==> config.mk <==
export PLATFORM = sky130hd
export DESIGN_NAME = addr_match_trap
export DESIGN_NICKNAME = d
export VERILOG_FILES = /design/src/rtl/amt_pkg.sv /design/src/rtl/amt_regfile.sv /design/src/rtl/amt_hit_detect.sv /design/src/rtl/amt_trap_ctl.sv /design/src/rtl/addr_match_trap.sv
export SDC_FILE = /design/constraint.sdc
export NUM_CORES = 1
export LEC_CHECK = 0
export CORE_ASPECT_RATIO = 1.1
export CORE_MARGIN = 1.5
export CORE_UTILIZATION = 53
export CTS_CLUSTER_DIAMETER = 120
export DETAILED_ROUTE_END_ITERATION = 8
export PLACE_DENSITY = 0.86
export SETUP_SLACK_MARGIN = 0.3
export SLEW_MARGIN = 20
export SYNTH_ARGS = -nofsm -noshare
export SYNTH_HDL_FRONTEND = slang
export SYNTH_SLANG_ARGS = --single-unit
==> constraint.sdc <==
create_clock -name clk -period 3.79 [get_ports clk]
set_input_delay 0.758 -clock clk [delete_from_list [all_inputs] [get_ports clk]]
set_output_delay 0.758 -clock clk [all_outputs]
set_load 0.02 [all_outputs]
==> src/rtl/amt_pkg.sv <==
// Shared constants for the address match trap unit.
// Assumes exactly two watch slots; the register select encoding is fixed.
package amt_pkg;
    localparam int NSLOT = 2;
    localparam int IDW   = (NSLOT > 1) ? $clog2(NSLOT) : 1;

    typedef enum logic [1:0] {
        SEL_SLOT0 = 2'd0,
        SEL_SLOT1 = 2'd1,
        SEL_EN    = 2'd2,
        SEL_NONE  = 2'd3
    } reg_sel_e;
endpackage

==> src/rtl/amt_regfile.sv <==
// Watch address and enable storage with a plain write port.
// Assumes one write per cycle; select 3 is a no-op.
module amt_regfile
    import amt_pkg::*;
#(
    parameter int AW = 20
) (
    input  logic                       clk,
    input  logic                       rst_n,
    input  logic                       we,
    input  logic [1:0]                 sel,
    input  logic [AW-1:0]              wdata,
    output logic [NSLOT-1:0][AW-1:0]   slot_addr,
    output logic [NSLOT-1:0]           slot_en
);
    for (genvar i = 0; i < NSLOT; i++) begin : g_slot
        // Load watch address i when its select value is written.
        always_ff @(posedge clk) begin
            if (!rst_n)
                slot_addr[i] <= '0;
            else if (we && sel == 2'(i))
                slot_addr[i] <= wdata;
        end
    end

    // Load all enable bits together from the low data bits.
    always_ff @(posedge clk) begin
        if (!rst_n)
            slot_en <= '0;
        else if (we && reg_sel_e'(sel) == SEL_EN)
            slot_en <= wdata[NSLOT-1:0];
    end
endmodule

==> src/rtl/amt_hit_detect.sv <==
// Per-slot equality compare of the current instruction address.
// Assumes qualification by strobe and flags is done downstream.
module amt_hit_detect
    import amt_pkg::*;
#(
    parameter int AW = 20
) (
    input  logic [AW-1:0]              addr,
    input  logic [NSLOT-1:0][AW-1:0]   slot_addr,
    input  logic [NSLOT-1:0]           slot_en,
    output logic [NSLOT-1:0]           hit
);
    for (genvar i = 0; i < NSLOT; i++) begin : g_cmp
        // An enabled slot hits on exact address equality.
        assign hit[i] = slot_en[i] && (addr == slot_addr[i]);
    end
endmodule

==> src/rtl/amt_trap_ctl.sv <==
// Qualifies hits, raises the request, computes the stacked value and
// tracks the outstanding trap until acknowledged.
// Assumes the CPU holds the trapped instruction until it takes the request.
module amt_trap_ctl
    import amt_pkg::*;
#(
    parameter int AW = 20
) (
    input  logic              clk,
    input  logic              rst_n,
    input  logic [NSLOT-1:0]  hit,
    input  logic [AW-1:0]     addr,
    input  logic              start,
    input  logic              long_op,
    input  logic              isr_first,
    input  logic              narrow,
    input  logic              ack,
    output logic              req,
    output logic [AW-1:0]     push_val,
    output logic [IDW-1:0]    which,
    output logic              pend
);
    logic [IDW-1:0] pick;
    logic           fire;
    logic [AW-1:0]  step_sz;

    // Lowest-numbered hitting slot wins.
    always_comb begin
        pick = '0;
        for (int i = NSLOT - 1; i >= 0; i--)
            if (hit[i]) pick = IDW'(i);
    end

    // A trap is taken only on a strobed, unblocked hit.
    assign fire    = start && (|hit) && !isr_first && !narrow && !pend;
    assign step_sz = long_op ? AW'(2) : AW'(1);

    // Register request, stacked value, slot id and outstanding flag.
    always_ff @(posedge clk) begin
        if (!rst_n) begin
            req      <= 1'b0;
            push_val <= '0;
            which    <= '0;
            pend     <= 1'b0;
        end else begin
            req <= fire;
            if (fire) begin
                push_val <= addr + step_sz;
                which    <= pick;
                pend     <= 1'b1;
            end else if (ack) begin
                pend     <= 1'b0;
            end
        end
    end
endmodule

==> src/rtl/addr_match_trap.sv <==
// Top of the instruction address match trap unit: two watch slots,
// one shared vector, one outstanding trap at a time.
// Assumes insn_start, op_long, isr_first and ext_narrow are valid together.
module addr_match_trap
    import amt_pkg::*;
#(
    parameter int          AW     = 20,
    parameter logic [AW-1:0] VECTOR = 20'hFFFD8
) (
    input  logic          clk,
    input  logic          rst_n,
    input  logic          reg_we,
    input  logic [1:0]    reg_sel,
    input  logic [AW-1:0] reg_wdata,
    input  logic [AW-1:0] insn_addr,
    input  logic          insn_start,
    input  logic          op_long,
    input  logic          isr_first,
    input  logic          ext_narrow,
    input  logic          trap_ack,
    output logic          trap_req,
    output logic [AW-1:0] trap_vector,
    output logic [AW-1:0] stack_addr,
    output logic          match_id
);
    logic [NSLOT-1:0][AW-1:0] slot_addr;
    logic [NSLOT-1:0]         slot_en;
    logic [NSLOT-1:0]         hit;
    logic [IDW-1:0]           which;
    logic                     pend;

    amt_regfile #(.AW(AW)) u_regs (
        .clk(clk), .rst_n(rst_n), .we(reg_we), .sel(reg_sel),
        .wdata(reg_wdata), .slot_addr(slot_addr), .slot_en(slot_en)
    );

    amt_hit_detect #(.AW(AW)) u_hit (
        .addr(insn_addr), .slot_addr(slot_addr), .slot_en(slot_en), .hit(hit)
    );

    amt_trap_ctl #(.AW(AW)) u_ctl (
        .clk(clk), .rst_n(rst_n), .hit(hit), .addr(insn_addr),
        .start(insn_start), .long_op(op_long), .isr_first(isr_first),
        .narrow(ext_narrow), .ack(trap_ack), .req(trap_req),
        .push_val(stack_addr), .which(which), .pend(pend)
    );

    // Both slots share one handler vector.
    assign trap_vector = VECTOR;
    assign match_id    = which[0];
endmodule

# Word level (Yosys, flattened, before mapping)
# Index checks and enable logic that the tools add are counted.
# Widths: inputs -> output; s select.
# classes
add_sub_neg	1
n_mul	0
n_div	0
order_cmp	0
eq_ne	4
shifts	0
n_mux	5
bitwise_logic	0
n_reduce_logical	15
# op_table
operator	count
$eq 20x20->1	2
$add 20x20->20	1
$logic_and 1x1->1	9
$mux 1	4
$logic_not 1->1	3
$eq 2x1->1 const B	1
$eq 2x2->1 const B	1
$logic_not 2->1	1
$mux 2	1
$reduce_bool 2->1	1
$reduce_or 2->1	1
# totals
reg_bits	65
latch_bits	0
ramBits	0
romBits	0
input_bits	50
word_cells	32
mem_count	0

# Logic depth before layout (Yosys ltp)
# depth
ltp_word	8
ltp_mapped	9

# Hierarchy
# From an unflattened synthesis, not the netlist that was laid out.
# hier_totals
hier_cells	377
hier_area_um2	3439.5
# by_module_without_submodules
module	n_inst	cells_each	area_per_inst_um2
amt_regfile	1	160	1586.5
amt_trap_ctl	1	141	1247.4
amt_hit_detect	1	54	447.9
addr_match_trap	1	22	157.7

# Worst setup path after synthesis
# Ideal clock, no wire load.
# synth_timing
path_type	input-to-reg
from	in op_long
to	reg u_ctl.push_val[14]
setup_ns	0.128
arrival_ns	2.267
path_slack_ns	1.395
cell_stages	9
n_path_buf	0
path_cell_list	inv_1 ha_1 inv_1 fa_1 nor4_4 nand3_1 xnor2_1 mux2i_1 nor2_1
# synth_via
elab_chain_len	2
# synth_rtl
item	line	rtl
start: declaration	addr_match_trap.sv:17	input logic op_long,
$mux 2	amt_trap_ctl.sv:36	assign step_sz = long_op ? AW'(2) : AW'(1);
$add 20x20->20	amt_trap_ctl.sv:48	push_val <= addr + step_sz;
end signal: assignment	amt_trap_ctl.sv:48	
end: declaration	amt_trap_ctl.sv:19	output logic [AW-1:0] push_val,
# No other way between the ends.
# A chain may end at the register's enable or synchronous reset.

# Worst setup path in the final report
# layout_timing
from	in insn_addr[0]
to	reg u_ctl.push_val[16]
# layout_via
elab_chain_len	7
word_cells_on_any_way	10
# layout_rtl
item	line	rtl
start: declaration	addr_match_trap.sv:15	input logic [AW-1:0] insn_addr,
branches (longest 7 deep; another with $add 20x20->20)	--	
# Parallel ways; which one is timed is not known.

==> metrics.csv <==
metric,value,unit
status,finished clean,
p_clk_share,37.8,%
setup_viol,0,
area_growth,22.35,%
postCtsHoldBufs,0,
ys_warn_count,0,
critPathTopFamily,adder cells,
p_switching,0.3743,mW
finalNonFillerCells,549,
cts_max_path_buffers,2,
cts_resized,0,
internal_power,1.110,mW
port-buffer-count,71,
synth_seq_area_share,37.25,%
layout_commonest_cell,nand2_1,
drive_gt1_share,6.823,%
startpoint_type,primary input,
critical_path_class,primary input to flop,
drt_iter0_markers,163,
track_usage,23.78,%
worst_slew_margin_rel,44.99,%
place.gp.congestion,0.8381,
placed_area,4090,um2
p_per_area,347.2,nW/um2
core,6269,um2
skew,6.479,ps
routed_wl,7.844,mm
synth.distinct_cells,35,
die_w,80.41,um
nNetsFinal,519,
die_area,7088,um2
routed_via_density,5.230,
cp_slowest_cell,clkdlybuf4s50_1,
clock-sinks,65,
synth-main-ff-cell,dfxtp_1,
design_area,4274,um2
ant_nets,0,
row_count,30,
total_power,1.484,mW
seqPwrFrac,47.7,%
hold_viol_final,0,
period_needed,2779,ps
synthArstFlopShare,0,%
cts_tree,yes,
grt_pass1_wl,12.67,mm
dpl.cell_count,535,
pre_cts_ws,702.3,ps
period_share,73.33,%
rsz0062_at_grt,no,
drv_cap,0,
cp.required,3980,ps
remaining_drc_errors,0,
fin_ws,1011,ps
hpwl,5.893,mm
clk_pin_slew,70,ps
num_vias,2871,
postCtsSetupRepairBufs,0,
cp-end-kind,flop,
first_pass_iters,4,
fillers,496,
routedWlPerCell,14.29,um
antenna_found_initial,0,
clockRootBuffer,clkbuf_8,
cp_max_fo,5,
syn_avg_cell_area,8.500,um2
holdWs,468.6,ps
synth_area,3493,um2
grt_pass1_vias,2727,
post-route-util,68.18,%
crit_chain,"clkdlybuf4s50_1, ha_1, inv_1, fa_1, nor4_4, nand2_1, xnor2_1, mux2i_1, nor2_1",
worstMarginPinSlew,822.6,ps
clock_latency,340,ps
path_depth,9,
antennaDiodeCount,0,
h-tree-depth,3,
die_h,88.15,um
pwr-share-comb,14.5,%
slowest_delay,560,ps
irDropWorstVdd,0.2781,mV
numCtsBuffers,9,
whs_path_depth,2,
overflow,0,
synth_seq_cells,65,
io_pins,92,
grt_max_degree,66,
cp.arrival,2970,ps
reg2reg_depth,7,
drv_slew,0,
tns,0,ps
layout_common_cells,"90 x nand2_1, 71 x clkdlybuf4s50_1, 65 x dfxtp_1, 50 x xnor2_1, 42 x a21oi_1",
hp-class,flop to flop,
synth_edf_count,0,
max_clock_freq,0.3598,GHz
synthCells,411,
leakage,1.653,nW
start_util,55.73,%
path_buf_inv,2,
sw_frac_of_total,25.22,%
worst min-delay path, delay by kind of cell, from the launching register on:
kind            cells  cell delay, ps
flops               1             320
simple gates        1              50
compound gates      1              50
cells in the mapped netlist (all sizes together) (2+ instances only):
master | instances | area (um2)
nor2 | 31 | 116.4
conb | 2 | 7.510
nand2 | 90 | 337.8
a21oi | 42 | 210.2
dfxtp | 65 | 1301
nand3 | 8 | 40.04
buf | 34 | 256.5
ha | 2 | 25.02
clkbuf | 14 | 52.55
nor4b | 2 | 47.55
xor2 | 4 | 35.03
nand3b | 3 | 22.52
mux2i | 22 | 220.2
nand2b | 2 | 12.51
nand4 | 16 | 133.9
inv | 7 | 26.28
nor4 | 3 | 55.05
xnor2 | 54 | 503.0
cell type report:
class / count / area, um2 / area share [%]
clock buffer: 11 / 141.4 / 3.308
timing repair buffer: 74 / 733.2 / 17.15
inverter: 7 / 26.28 / 0.6148
clock inverter: 3 / 42.54 / 0.9953
tap: 80 / 100.1 / 2.342
multi-input combinational: 309 / 1929 / 45.14
sequential: 65 / 1301 / 30.45
cell families (layout without fill, tap and decap cells):
family	after synthesis	in the layout	share of synthesized area, %
AND/OR/NAND/NOR	161	161	23.14
flip-flops	65	65	37.25
buffers and inverters	55	95	9.599
multiplexers	22	22	6.304
AO/OA/AOI/OAI	45	45	6.805
other	2	20	0.2150
adder cells (fa/ha/maj)	3	3	1.289
XOR/XNOR	58	58	15.40
worst paths after layout:
check             slack [ps]             endpoint                start
setup / recovery        1010   u_ctl.push_val[16]         insn_addr[0]
hold / removal           470  u_regs.slot_addr[0]  u_regs.slot_addr[0]
setup reg to reg        1880   u_ctl.push_val[16]           u_ctl.pend
hold reg to reg          470  u_regs.slot_addr[0]  u_regs.slot_addr[0]
power groups by stage:
stage	combinational (mW)	clock, mW	sequential, mW
global route	0.233	0.601	0.709
global placement	0.210	0	0.723
detailed placement	0.214	0	0.724
floorplan	0.150	0	0.721
CTS	0.215	0.571	0.708
finish	0.215	0.561	0.708
layer usage:
layer / share of wire [%] / GRT usage, %
met3: 6.2 / 5.000
met4: 2.4 / 11.91
met2: 52 / 40.18
met5: 0 / 0
met1: 40 / 28.56
flip-flops by register name (all words and copies together), names as in the netlist:
| signal | cells |
|---|---|
| u_regs.slot_en | 2 |
| u_ctl.which | 1 |
| u_ctl.pend | 1 |
| u_ctl.req | 1 |
| u_regs.slot_addr | 40 |
| u_ctl.push_val | 20 |
Power figures use the tool's default switching activity.
